`config.mk`:
```
export PLATFORM = sky130hd
export DESIGN_NAME = lic_cascade_ctrl
export DESIGN_NICKNAME = d
export VERILOG_FILES = /design/src/rtl/lic_pkg.sv /design/src/rtl/lic_sync.sv /design/src/rtl/lic_regfile.sv /design/src/rtl/lic_pending.sv /design/src/rtl/lic_cascade_ctrl.sv
export SDC_FILE = /design/constraint.sdc
export NUM_CORES = 1
export LEC_CHECK = 0
export BUFFER_PORTS_ARGS = -buffer_cell sky130_fd_sc_hd__buf_2
export CAP_MARGIN = 20
export CELL_PAD_IN_SITES_DETAIL_PLACEMENT = 1
export CELL_PAD_IN_SITES_GLOBAL_PLACEMENT = 1
export CORE_ASPECT_RATIO = 0.5
export CORE_UTILIZATION = 51
export CTS_CLUSTER_SIZE = 28
export DETAILED_ROUTE_END_ITERATION = 16
export PLACE_DENSITY = 0.86
export REMOVE_ABC_BUFFERS = 1
export SYNTH_ARGS = -nofsm -noshare
export SYNTH_HDL_FRONTEND = slang
export SYNTH_SLANG_ARGS = --single-unit
```
`constraint.sdc`:
```
create_clock -name clk -period 2.3 [get_ports clk]
set_clock_uncertainty 0.2 [all_clocks]
set_input_delay 0.23 -clock clk [delete_from_list [all_inputs] [get_ports clk]]
set_output_delay 0.23 -clock clk [all_outputs]
set_load 0.05 [all_outputs]
```
`src/rtl/lic_pkg.sv`:
```
package lic_pkg;

  localparam int LIC_NSRC = 32;
  localparam int LIC_DW   = 32;
  localparam int LIC_AW   = 8;

  localparam logic [LIC_AW-1:0] OFF_SUMEN = 8'h04;
  localparam logic [LIC_AW-1:0] OFF_STAT  = 8'h50;
  localparam logic [LIC_AW-1:0] OFF_ENA   = 8'h54;
  localparam logic [LIC_AW-1:0] OFF_POL   = 8'h58;
  localparam logic [LIC_AW-1:0] OFF_RAW   = 8'h5C;

  typedef enum logic [2:0] {
    SEL_NONE  = 3'd0,
    SEL_SUMEN = 3'd1,
    SEL_STAT  = 3'd2,
    SEL_ENA   = 3'd3,
    SEL_POL   = 3'd4,
    SEL_RAW   = 3'd5
  } lic_sel_e;

  // Offset decode; anything not listed selects nothing.
  function automatic lic_sel_e lic_decode(input logic [LIC_AW-1:0] a);
    lic_sel_e s;
    case (a)
      OFF_SUMEN: s = SEL_SUMEN;
      OFF_STAT:  s = SEL_STAT;
      OFF_ENA:   s = SEL_ENA;
      OFF_POL:   s = SEL_POL;
      OFF_RAW:   s = SEL_RAW;
      default:   s = SEL_NONE;
    endcase
    return s;
  endfunction

  // Source n lands at register bit (N-1-n): R2 ordering.
  function automatic logic [LIC_NSRC-1:0] lic_src_to_reg(input logic [LIC_NSRC-1:0] v);
    logic [LIC_NSRC-1:0] r;
    for (int i = 0; i < LIC_NSRC; i++) r[LIC_NSRC-1-i] = v[i];
    return r;
  endfunction

  // Next pending word: clear by mask, then set wins.
  function automatic logic [LIC_NSRC-1:0] lic_pend_next(input logic [LIC_NSRC-1:0] cur,
                                                         input logic [LIC_NSRC-1:0] clr,
                                                         input logic [LIC_NSRC-1:0] set);
    return (cur & ~clr) | set;
  endfunction

endpackage

```
`src/rtl/lic_sync.sv`:
```
module lic_sync #(
  parameter int W      = lic_pkg::LIC_NSRC,
  parameter int STAGES = 2
) (
  input  logic         clk,
  input  logic         rst_n,
  input  logic [W-1:0] din,
  output logic [W-1:0] dout
);

  logic [W-1:0] sr_q [STAGES];

  always_ff @(posedge clk or negedge rst_n) begin
    if (!rst_n) begin
      for (int s = 0; s < STAGES; s++) sr_q[s] <= '0;
    end else begin
      sr_q[0] <= din;
      for (int s = 1; s < STAGES; s++) sr_q[s] <= sr_q[s-1];
    end
  end

  assign dout = sr_q[STAGES-1];

  // Edges seen since reset release, saturating; arms the latency check.
  logic [1:0] warm_q;
  always_ff @(posedge clk or negedge rst_n) begin
    if (!rst_n)              warm_q <= 2'd0;
    else if (warm_q != 2'd3) warm_q <= warm_q + 2'd1;
  end

  generate
    if (STAGES == 2) begin : g_chk2
      // output equals the input sampled two edges earlier
      a_r3_sync_latency: assert property (@(posedge clk) disable iff (!rst_n)
        (warm_q >= 2'd2) |-> (dout == $past(din, 2)));
    end
  endgenerate

endmodule

```
`src/rtl/lic_regfile.sv`:
```
module lic_regfile
  import lic_pkg::*;
#(
  parameter int NSRC = LIC_NSRC,
  parameter int AW   = LIC_AW
) (
  input  logic            clk,
  input  logic            rst_n,
  input  logic            reg_wr,
  input  logic [AW-1:0]   reg_addr,
  input  logic [NSRC-1:0] reg_wdata,
  output lic_sel_e        rd_sel,
  output logic [NSRC-1:0] ena_q,
  output logic [NSRC-1:0] sumen_q,
  output logic [NSRC-1:0] pol_q,
  output logic [NSRC-1:0] clr_mask
);

  localparam int NWR = 3;  // enable, summary enable, polarity

  logic [NWR-1:0]           wr_hit;
  logic [NWR-1:0][NSRC-1:0] cfg_q;
  lic_sel_e                 sel;

  assign sel    = lic_decode(reg_addr);
  assign rd_sel = sel;

  assign wr_hit[0] = reg_wr && (sel == SEL_ENA);
  assign wr_hit[1] = reg_wr && (sel == SEL_SUMEN);
  assign wr_hit[2] = reg_wr && (sel == SEL_POL);

  always_ff @(posedge clk or negedge rst_n) begin
    if (!rst_n) begin
      cfg_q <= '0;
    end else begin
      for (int g = 0; g < NWR; g++)
        if (wr_hit[g]) cfg_q[g] <= reg_wdata;
    end
  end

  assign ena_q   = cfg_q[0];
  assign sumen_q = cfg_q[1];
  assign pol_q   = cfg_q[2];

  // Write-one-to-clear strobe toward the pending register
  assign clr_mask = (reg_wr && (sel == SEL_STAT)) ? reg_wdata : '0;

  // writes outside the writable set leave configuration untouched
  a_r10_ignored_write: assert property (@(posedge clk) disable iff (!rst_n)
    (reg_wr && (sel == SEL_NONE || sel == SEL_RAW)) |=>
      ($stable(ena_q) && $stable(sumen_q) && $stable(pol_q)));

  // a configuration write is captured whole
  a_r9_ena_capture: assert property (@(posedge clk) disable iff (!rst_n)
    (reg_wr && sel == SEL_ENA) |=> (ena_q == $past(reg_wdata)));

endmodule

```
`src/rtl/lic_pending.sv`:
```
module lic_pending
  import lic_pkg::*;
#(
  parameter int NSRC = LIC_NSRC
) (
  input  logic            clk,
  input  logic            rst_n,
  input  logic [NSRC-1:0] set_vec,
  input  logic [NSRC-1:0] clr_mask,
  output logic [NSRC-1:0] status_q
);

  logic [NSRC-1:0] status_d;

  assign status_d = lic_pend_next(status_q, clr_mask, set_vec);

  always_ff @(posedge clk or negedge rst_n) begin
    if (!rst_n) status_q <= '0;
    else        status_q <= status_d;
  end

  // an asserted level is pending on the next cycle whatever the clear
  a_r6_set_wins: assert property (@(posedge clk) disable iff (!rst_n)
    (set_vec != '0) |=> ((status_q & $past(set_vec)) == $past(set_vec)));

  // cleared bits with no set fall
  a_r5_clear_takes: assert property (@(posedge clk) disable iff (!rst_n)
    (clr_mask != '0) |=> ((status_q & $past(clr_mask & ~set_vec)) == '0));

  // uncleared pending bits persist
  a_r11_hold: assert property (@(posedge clk) disable iff (!rst_n)
    (status_q != '0) |=>
      ((status_q & $past(status_q & ~clr_mask)) == $past(status_q & ~clr_mask)));

endmodule

```
`src/rtl/lic_cascade_ctrl.sv`:
```
module lic_cascade_ctrl
  import lic_pkg::*;
#(
  parameter int NSRC   = LIC_NSRC,  // must equal DW
  parameter int DW     = LIC_DW,
  parameter int AW     = LIC_AW,
  parameter int STAGES = 2
) (
  input  logic          clk,
  input  logic          rst_n,
  input  logic          reg_wr,
  input  logic [AW-1:0] reg_addr,
  input  logic [DW-1:0] reg_wdata,
  output logic [DW-1:0] reg_rdata,
  input  logic [NSRC-1:0] irq_in,
  output logic          cascade_irq,
  output logic          summary_irq
);

  // Named internal events
  logic [NSRC-1:0] lvl_src;   // synchronised, source order
  logic [NSRC-1:0] lvl_reg;   // synchronised, register order
  logic [NSRC-1:0] act_reg;   // polarity-corrected, register order
  logic [NSRC-1:0] status;
  logic [NSRC-1:0] ena, sumen, pol, clr_mask;
  logic [NSRC-1:0] fire_vec, sum_vec;
  lic_sel_e        rd_sel;

  lic_sync #(.W(NSRC), .STAGES(STAGES)) u_sync (
    .clk  (clk),
    .rst_n(rst_n),
    .din  (irq_in),
    .dout (lvl_src)
  );

  // MSB-first numbering
  generate
    for (genvar n = 0; n < NSRC; n++) begin : g_map
      assign lvl_reg[NSRC-1-n] = lvl_src[n];
    end
  endgenerate

  // polarity bit inverts the sense of the level
  assign act_reg = lvl_reg ^ pol;

  lic_regfile #(.NSRC(NSRC), .AW(AW)) u_regs (
    .clk      (clk),
    .rst_n    (rst_n),
    .reg_wr   (reg_wr),
    .reg_addr (reg_addr),
    .reg_wdata(reg_wdata),
    .rd_sel   (rd_sel),
    .ena_q    (ena),
    .sumen_q  (sumen),
    .pol_q    (pol),
    .clr_mask (clr_mask)
  );

  lic_pending #(.NSRC(NSRC)) u_pend (
    .clk     (clk),
    .rst_n   (rst_n),
    .set_vec (act_reg),
    .clr_mask(clr_mask),
    .status_q(status)
  );

  assign fire_vec    = status & ena;
  assign sum_vec     = status & sumen;
  assign cascade_irq = |fire_vec;
  assign summary_irq = |sum_vec;

  always_comb begin
    case (rd_sel)
      SEL_SUMEN: reg_rdata = sumen;
      SEL_STAT:  reg_rdata = status;
      SEL_ENA:   reg_rdata = ena;
      SEL_POL:   reg_rdata = pol;
      SEL_RAW:   reg_rdata = lvl_reg;
      default:   reg_rdata = '0;
    endcase
  end

  // quiet state while reset is held
  always @(posedge clk) begin
    if (!rst_n) begin
      a_r1_reset_quiet: assert (status == '0 && ena == '0 && pol == '0 && sumen == '0
                                && !cascade_irq && !summary_irq);
    end
  end

  // no request without something pending
  a_r7_no_spurious: assert property (@(posedge clk) disable iff (!rst_n)
    (status == '0) |-> !cascade_irq);

  // summary output silent when its mask is clear, whatever the enable
  a_r8_summary_masked: assert property (@(posedge clk) disable iff (!rst_n)
    (sumen == '0) |-> !summary_irq);

endmodule

```
==> run summary, run 1 <==
Status: finished with violations
Failing checks: design-rule violations, negative setup slack
Routed len/inst: 31.0 um
Flop pwr share: 0.478
Final setup viols: 2
Total I/O pin count: 109
Detailed Place HPWL: 17.3 mm
CP endpoint kind: output port
Area of the multi-input gates: 0.00367 mm2
Sequential share of the synthesized area: 0.560
H-tree levels: 4
Slew Viols, Final: 0
Synthesized cell area: 0.00858 mm2
Peak supply drop: 0.617 mV
Synth cell types: 24
Clock sink total: 192
Layout Utilization: 0.673
Clk network pwr share: 0.407
Crit-path max FO: 4
Clk_lat worst skew: 0.45 ns
Least-Margin Pin Slew: 0.575 ns
Synthesis-to-layout area growth: 28.5%
Clock Root Buffer: clkbuf_16
Max frequency: 392 MHz
Gr usage total: 0.412
Power Total: 7.62 mW
Fill cell count: 1578
Cts bufs inserted: 17
Net count, final: 935
Core area: 0.0164 mm2
Reg clk slew, reported paths: 0.08 ns
Crit path kind: reg -> out
Crit share post-route: 1.11
DR vias/cell: 6.96
Die Y: 93.7 um
Combinational power share: 0.115
Leak Pwr: 4.93 nW
PD cells: 691 mW/mm2
FFs w/ async S/R, synth: 1.00
RD Place Congestion: 0.828
First-pass GRT wire length: 51.3 mm
Total number of yosys warnings: 0
DRC: 4
Die area: 0.0174 mm2
Row count: 33
DRT antenna net count: 0
Largest area contributor in the netlist: dfrtp_1
Top-count cell post-synth: dfrtp_1
Register Area: 0.00481 mm2
Die X-Extent: 185 um
Vias post-DR: 7654
Pre-Repair DR Iteration Count: 11
Congestion Overflow GR: 0
Top post-synthesis cells by area: dfrtp_1, mux2_1, a22oi_1, o211ai_1, xor2_1
Top cell type's share of synthesized area: 0.560
Worst setup margin: -0.252 ns
CTS Buffer Depth: 2
PortBufs: 108
Initial Util: 0.524
Seq cells post-synth: 192
HP Class: in -> async
Layout cells sized above 1: 0.241
Vias in the first global route: 8194
CP arrival: 2.12 ns
Max_cap viols: 0
Net Sw Frac: 0.287
Worst Path Required: 1.87 ns
Syn Inst Count: 685
Post-route minimum period: 2.55 ns
Largest net degree at the start of global routing: 63
CTS tree: yes
Antenna violations before repair: 0
Unrepaired setup endpoints after global routing: yes
Final hold vios: 0
Int Pwr: 5.43 mW
Synth cell count leaders: dfrtp_1, mux2_1, a22oi_1, o211ai_1, nand4_1
Rel. slew slack: 0.617
Final WL: 34.1 mm
Critical Path Start Type: flop
Prevailing post-synth register cell: dfrtp_1
Syn Area/Cell: 12.5 um2
Number of synthesized flops with an enable pin: 0
Switch Pwr: 2.19 mW
Initial detailed-routing violation count: 875
-- power groups by stage --
stage	clock network, mW	registers, mW	logic (mW)
after floorplan	0	3.65	0.288
after global routing	3.21	3.65	0.916
after global placement	0	3.67	0.641
after CTS	3.05	3.62	0.815
final	3.10	3.65	0.878
after detailed placement	0	3.68	0.673
-- placed cells by master (no fill, tap or decap), types with 34 or more instances in the layout --
| cell | instances |
|---|---|
| nand3_1 | 34 |
| dlygate4sd3_1 | 65 |
| o211ai_1 | 64 |
| buf_2 | 102 |
| dfrtp_1 | 191 |
| nand4_1 | 40 |
| mux2_1 | 94 |
| a22oi_1 | 47 |
-- metrics by stage --
stage	area, um2	hold WS (ns)	std cells	TNS (ns)	worst slack (ns)
after floorplan	8340	-0.266	629	-164.64	-1.66
final	11000	0.127	1100	-0.495	-0.252
after global placement	9610	0.0577	997	0	0.146
after CTS	11000	0.145	1098	-0.303	-0.156
after global routing	11000	0.153	1099	-0.556	-0.285
after detailed placement	9610	0.0695	997	0	0.125
-- critical path: stages, from the launching register on --
cell and delay, ns:
dfrtp_1 0.45, a22oi_2 0.29, nand4_1 0.20, or4_4 0.56, buf_6 0.17
-- flip-flops by register name, summed over array words and instances, names as in the netlist --
name,count
u_pend.status_q,32
u_regs.ena_q,32
u_regs.pol_q,32
u_regs.sumen_q,32
u_sync.dout,32
u_sync.sr_q,32
-- layer usage --
metal	GRT usage	vias up	routed length [um]
met1	0.501	3919	12900
li1	-	2974	-
met2	0.661	602	16400
met3	0.117	159	3130
met5	0	-	0
met4	0.240	0	1740
-- layout make-up --
cell class              count  share of cell area
multi-input cells         437               0.333
flip-flops and latches    192               0.436
repair buffers            212               0.152
well taps                 227              0.0258
clock inverters            13              0.0132
clock buffers              18              0.0398
diodes                      1            0.000227
-- cell families (layout without fill, tap and decap cells) --
kind of cell | count (synthesis) | in the layout | synth area share
AO/OA/AOI/OAI | 160 | 160 | 0.140
XOR/XNOR | 32 | 32 | 0.0327
buffers and inverters | 56 | 243 | 0.0278
flip-flops | 192 | 192 | 0.560
multiplexers | 96 | 96 | 0.126
other | 0 | 1 | 0
AND/OR/NAND/NOR | 149 | 149 | 0.114
-- timing repair --
item                                    CTS  global route
endpoints found under the setup margin    2             4
hold buffers                             65             0
setup buffers                             5             1
endpoints found under the hold margin   216             0
resized for setup                        20            12
pin swaps                                 6             2
-- final timing paths --
path / endpoint / start / slack (ns) / cells past startpoint
max reg2reg: u_regs.sumen_q[1] / u_regs.sumen_q[1] / 1.10 / 2
min in group clk: u_sync.dout[22] / u_sync.sr_q[54] / 0.15 / 0
min: u_regs.pol_q[30] / rst_n / 0.13 / 2
min reg2reg: u_sync.dout[22] / u_sync.sr_q[54] / 0.15 / 0
max: cascade_irq / u_pend.status_q[7] / -0.25 / 4
max in group asynchronous: u_sync.dout[26] / rst_n / 1.09 / 3
Power figures use the tool's default switching activity.
==> run 2: changes to the inputs <==
- ABC_AREA: unset -> 1
- CAP_MARGIN: 20 -> 10
- CORE_UTILIZATION: 51 -> 47
- PLACE_DENSITY: 0.86 -> 0.85
- SKIP_LAST_GASP: unset -> 1
==> run 2 against run 1 <==
The flow now finishes without violations. Total power shrank 4.1%. Sequential share of layout area is 1.7 points higher. Core utilization shrank 6.6 points. Die area increased by 6.8%. Clock power is 4% lower. Setup slack improved by 0.30 ns. Cell count up 27%. Combinational power fell by 21%. Worst hold slack lost 0.10 ns. Largest power group unchanged. Highest routed layer unchanged.
==> run summary, run 2 <==
Leak Pwr: 5.17 nW (+4.9%)
Least-Margin Pin Slew: 0.563 ns (-0.0113 ns)
Core area: 0.0175 mm2 (+6.7%)
DRT antenna net count: 0 (unchanged)
Setup TNS: 0 ns (+0.495 ns)
Clock Root Buffer: clkbuf_16
Clock sink total: 192 (unchanged)
Final WL: 28.9 mm (-15%)
RD Place Congestion: 0.831 (+0.41%)
Clk network pwr share: 0.409 (+0.002)
Total I/O pin count: 109 (unchanged)
Design area: 0.0106 mm2 (-3.8%)
Layout cells sized above 1: 0.177 (-0.0635)
Seq cells post-synth: 192 (unchanged)
CTS tree: yes
Final hold vios: 0 (unchanged)
Antenna violations before repair: 0 (unchanged)
Peak supply drop: 0.563 mV (-8.7%)
CTS Buffer Depth: 2 (unchanged)
Prevailing post-synth register cell: dfrtp_1
Top post-synthesis cells by area: dfrtp_1, nand2_1, o21ai_1, xnor2_1, nand3_1
Top cell type's share of synthesized area: 0.568 (+0.00820)
Synthesis-to-layout area growth: 25.4%
HP Class: in -> reg
H-tree levels: 4 (unchanged)
Routed len/inst: 20.7 um (-33%)
Cts bufs inserted: 17 (unchanged)
Status: complete, no violations
CP endpoint kind: output port
Combinational power share: 0.095 (-0.020)
Crit-path max FO: 4 (unchanged)
Worst Path Required: 1.87 ns (about the same)
Syn Area/Cell: 8.71 um2 (-30%)
Most common cell after layout, fill and taps aside: nand2_1
Initial detailed-routing violation count: 483 (-45%)
Net Sw Frac: 0.272 (-0.0148)
Sequential share of the synthesized area: 0.568 (+0.00820)
Detailed Place HPWL: 17.4 mm (+0.42%)
Max frequency: 445 MHz (+14%)
Most frequent cells in the layout: nand2_1, dfrtp_1, buf_2, o21ai_1, dlygate4sd3_1
Synth cell types: 23 (-4.2%)
Initial Util: 0.484 (-0.0398)
Net count, final: 1224 (+31%)
Switch Pwr: 1.99 mW (-9.1%)
First-pass GRT wire length: 45.8 mm (-11%)
Slew Viols, Final: 0 (unchanged)
Row count: 34 (+3.0%)
Flop pwr share: 0.496 (+0.018)
Crit path kind: reg -> out
Syn Inst Count: 971 (+42%)
PD cells: 689 mW/mm2 (-0.31%)
Die X-Extent: 192 um (+3.4%)
Vias in the first global route: 8324 (+1.6%)
FFs w/ async S/R, synth: 1.00 (unchanged)
Max_cap viols: 0 (unchanged)
Top-count cell post-synth: nand2_1
Post-CTS Setup Bufs: 0 (-5)
Synthesized cell area: 0.00846 mm2 (-1.4%)
Largest net degree at the start of global routing: 57 (-9.5%)
Total number of yosys warnings: 0 (unchanged)
DR vias/cell: 5.54 (-20%)
Post-route minimum period: 2.25 ns (-0.304 ns)
Vias post-DR: 7739 (+1.1%)
Final setup viols: 0 (-2)
Number of synthesized flops with an enable pin: 0 (unchanged)
# diodes: 0 (-1)
Die Y: 96.9 um (+3.3%)
Die area: 0.0186 mm2 (+6.8%)
Crit share post-route: 0.977 (-0.132)
Gr usage total: 0.330 (-0.0816)
Critical Path Start Type: flop
Congestion Overflow GR: 0 (unchanged)
Reg clk slew, reported paths: 0.08 ns (about the same)
Placed inst area: 0.00936 mm2 (-2.6%)
CP arrival: 1.82 ns (-0.30 ns)
Unrepaired setup endpoints after global routing: yes
Pre-Repair DR Iteration Count: 5 (-6)
Largest area contributor in the netlist: dfrtp_1
Clk_lat worst skew: 0.45 ns (about the same)
Int Pwr: 5.32 mW (-2.1%)
Rel. slew slack: 0.624 (+0.00753)
Layout Utilization: 0.607 (-0.0660)
Synth cell count leaders: nand2_1, dfrtp_1, o21ai_1
DRC: 0 (-4)
PortBufs: 108 (unchanged)
[run 2: logic make-up after synthesis]
group                     synth area share
AOI/OAI and AO/OA                   0.0893
xor gates and xnor gates            0.0331
and+or+nand+nor                      0.249
buffers and inverters               0.0602
DFF                                  0.568
[run 2: cell type report]
| class | count | area, um2 |
|---|---|---|
| fillers | 2057 | 6880 |
| flip-flops and latches | 192 | 4800 |
| multi-input cells | 677 | 3160 |
| repair buffers | 195 | 1520 |
| clock buffers | 18 | 429 |
| well taps | 234 | 293 |
| inverters | 66 | 256 |
| clock inverters | 14 | 148 |
[run 2: worst paths after layout]
check                                     from                  end  slack (ns)  cells after the start
setup / recovery           u_pend.status_q[20]          summary_irq        0.05                      5
hold / removal                          reg_wr   u_regs.sumen_q[26]        0.02                      3
setup reg to reg              u_regs.pol_q[18]  u_pend.status_q[18]        1.18                      2
hold reg to reg                u_sync.sr_q[39]       u_sync.dout[7]        0.14                      0
max in group asynchronous                rst_n    u_regs.sumen_q[5]        1.11                      3
min in group asynchronous                rst_n  u_pend.status_q[14]        0.09                      2
[run 2: stage by stage]
stage	setup WS [ns]	cells	total power [mW]	hold slack, ns
2_1_floorplan	0.00508	935	3.96	-0.266
3_3_place_gp	0.202	1299	4.23	0.0263
3_5_place_dp	0.107	1299	4.27	0.0173
4_1_cts	0.0503	1396	7.31	0.0134
5_1_grt	0.0102	1396	7.54	0.0246
6_report	0.0522	1396	7.31	0.0240
[run 2: power by group through the flow]
| stage | Sequential (mW) | Clock (mW) | Combinational, mW |
|---|---|---|---|
| 2_1_floorplan | 3.65 | 0 | 0.306 |
| 6_report | 3.63 | 2.99 | 0.694 |
| 3_5_place_dp | 3.68 | 0 | 0.583 |
| 3_3_place_gp | 3.67 | 0 | 0.557 |
| 5_1_grt | 3.64 | 3.15 | 0.754 |
| 4_1_cts | 3.62 | 3.01 | 0.679 |
[run 2: worst max-delay path, cell delays in order, from the launching register on]
cell and delay, ns:
dfrtp_1 0.42, nand2_1 0.09, nand4_1 0.19, nor3_4 0.25
nand4_1 0.17, buf_2 0.25
[run 2: layer usage]
metal,share of wire,vias up,global-route usage,routed length (um)
met5,0,-,0,0
met1,0.42,3931,0.429,12300
met4,0.025,0,0.128,711
met3,0.054,57,0.0631,1550
met2,0.50,312,0.547,14400
li1,-,3439,-,-
[run 2: what timing repair did]
action                                  in CTS  in global routing
gates resized for setup                      1                  3
endpoints found under the setup margin       1                  5
endpoints found under the hold margin      326                  0
hold buffers                                65                  0
pin swaps                                    0                  0
gates cloned                                 0                  0
==> run 3: changes to the inputs <==
- CORE_ASPECT_RATIO: 0.5 -> unset
- CORE_UTILIZATION: 47 -> 39
- PLACE_DENSITY: 0.85 -> 0.75
- clock period: 2.3 -> 1.9 ns (I/O delays scaled with it)
==> run 3 against run 2 <==
The run now ends with negative setup slack left. First-iteration DRC count fell by 19%. Largest cell class unchanged. Die area is 20% higher. Total power increased by 20%. Global-route usage shrank 7.6 points. Register-to-register slack got worse by 0.40 ns. Via count fell by 3.7%. Sequential power up 21%. Clock power up 18%. Combinational power rose by 29%. Core utilization decreased by 6.6 points. Worst hold slack improved by 0.031 ns. Clock-buffer cell count increased by 4.
==> run summary, run 3 (same netlist as run 2, synthesis figures left out) <==
Status: finished with violations
Failing checks: negative setup slack
Total I/O pin count: 109 (unchanged)
Power Total: 8.79 mW (+20%)
Max_cap viols: 0 (unchanged)
Placed inst area: 0.00965 mm2 (+3.1%)
Most frequent cells in the layout: nand2_1, dfrtp_1, o21ai_1, buf_2, dlygate4sd3_1
Net count, final: 1266 (+3.4%)
Layout Utilization: 0.541 (-0.0661)
Final hold vios: 0 (unchanged)
Pre-Repair DR Iteration Count: 5 (unchanged)
Final WL: 26.8 mm (-7.0%)
Reg2reg path depth: 3 (+1)
Row count: 53 (+56%)
Worst Path Required: 1.51 ns (-0.36 ns)
PortBufs: 108 (unchanged)
Crit share post-route: 1.13
Vias post-DR: 7455 (-3.7%)
First-pass GRT wire length: 42.0 mm (-8.2%)
Detailed Place HPWL: 17.3 mm (-0.66%)
Initial detailed-routing violation count: 390 (-19%)
Die X-Extent: 149 um (-22%)
PD cells: 769 mW/mm2 (+12%)
Critical Path Start Type: flop
Max frequency: 464 MHz
Core area: 0.0212 mm2 (+21%)
CTS tree: yes
Least-Margin Pin Slew: 0.447 ns (-0.116 ns)
Leak Pwr: 5.49 nW (+6.3%)
Dpl cells: 1359 (+4.6%)
Die area: 0.0223 mm2 (+20%)
DR vias/cell: 5.04 (-9.1%)
Crit-path max FO: 3 (-1)
HP Class: in -> async
DRT antenna net count: 0 (unchanged)
Clock Root Buffer: clkbuf_16
RD Place Congestion: 0.783 (-5.7%)
Most common cell after layout, fill and taps aside: nand2_1
Reg clk slew, reported paths: 0.07 ns (about the same)
CTS Buffer Depth: 2 (unchanged)
CP endpoint kind: output port
Largest net degree at the start of global routing: 65 (+14%)
Initial Util: 0.400 (-0.0839)
Congestion Overflow GR: 0 (unchanged)
Fin cells: 1479 (+5.9%)
Final setup viols: 2 (+2)
CP arrival: 1.76 ns (-0.06 ns)
Fill cell count: 2445 (+19%)
Clock sink total: 192 (unchanged)
Crit path kind: reg -> out
Worst setup margin: -0.253 ns (-0.306 ns)
Cts bufs inserted: 17 (unchanged)
Clk_lat worst skew: 0.44 ns (about the same)
Layout cells sized above 1: 0.224 (+0.0470)
DRC: 0 (unchanged)
Unrepaired setup endpoints after global routing: yes
Peak supply drop: 0.489 mV (-13%)
Routed len/inst: 18.1 um (-12%)
Vias in the first global route: 7722 (-7.2%)
# diodes: 0 (unchanged)
Antenna violations before repair: 0 (unchanged)
Design area: 0.0114 mm2 (+7.8%)
Setup TNS: -0.478 ns (-0.478 ns)
Synthesis-to-layout area growth: 35.2%
Slew Viols, Final: 0 (unchanged)
Gr usage total: 0.254 (-0.0765)
Rel. slew slack: 0.702 (+0.0774)
Die Y: 149 um (+54%)
Post-route minimum period: 2.15 ns
H-tree levels: 4 (unchanged)
## run 3: cell types whose count changed in the layout (fill, tap and decap cells not counted), sizes merged
cell	previous run	this run
buf	129	170
clkbuf	19	24
clkinv	4	3
inv	71	68
## run 3: critical path, cell delays in order, from the launching register on
cell     delay (ns)
dfrtp_1        0.42
nand2_2        0.08
nand4_1        0.18
nor3_2         0.23
nand4_1        0.21
buf_6          0.21
## run 3: path summary, 6_finish.rpt
check                                    start                  end  slack, ns
min                                      rst_n      u_sync.sr_q[35]       0.06
min in group clk                        reg_wr     u_regs.pol_q[14]       0.07
max in group asynchronous                rst_n  u_pend.status_q[26]       0.81
max reg2reg                    u_sync.dout[27]   u_pend.status_q[4]       0.78
min reg2reg                    u_sync.sr_q[61]      u_sync.dout[29]       0.15
max                        u_pend.status_q[16]          summary_irq      -0.25
## run 3: power by group
group          switching (mW)  total (mW)  internal, mW
combinational           0.501       0.894         0.393
clock                    1.62        3.52          1.89
sequential              0.129        4.38          4.25
total                    2.25        8.79          6.54
## run 3: final cells by class
cell class	instances	area, um2	area share
sequential	192	4800	0.420
multi-input combinational	677	3260	0.285
timing repair buffer	237	2190	0.191
clock buffer	22	464	0.0406
tap	275	344	0.0301
inverter	66	270	0.0236
clock inverter	10	104	0.00908
## run 3: routing by layer
metal  routed length (um)  up-vias  GRT usage
met4                  668        0     0.0837
met5                    0        -          0
met1                11600     3712      0.327
met3                 1060       38     0.0465
met2                13500      182      0.429
li1                     -     3523          -
## run 3: stage by stage
| step | setup slack [ns] | hold slack [ns] |
|---|---|---|
| after floorplan | -0.355 | -0.306 |
| after global placement | -0.0667 | -0.0206 |
| after detailed placement | -0.140 | -0.0181 |
| after CTS | -0.335 | 0.0679 |
| after global routing | -0.307 | 0.0859 |
| final | -0.253 | 0.0550 |
## run 3: repair_timing
action                                  4_1_cts  5_1_grt
endpoints found under the hold margin       352        0
buffers inserted                              6       15
hold buffers                                 65        0
gates resized for setup                      45       79
gates cloned                                  2        0
pin swaps                                     8       32
endpoints found under the setup margin       31       34
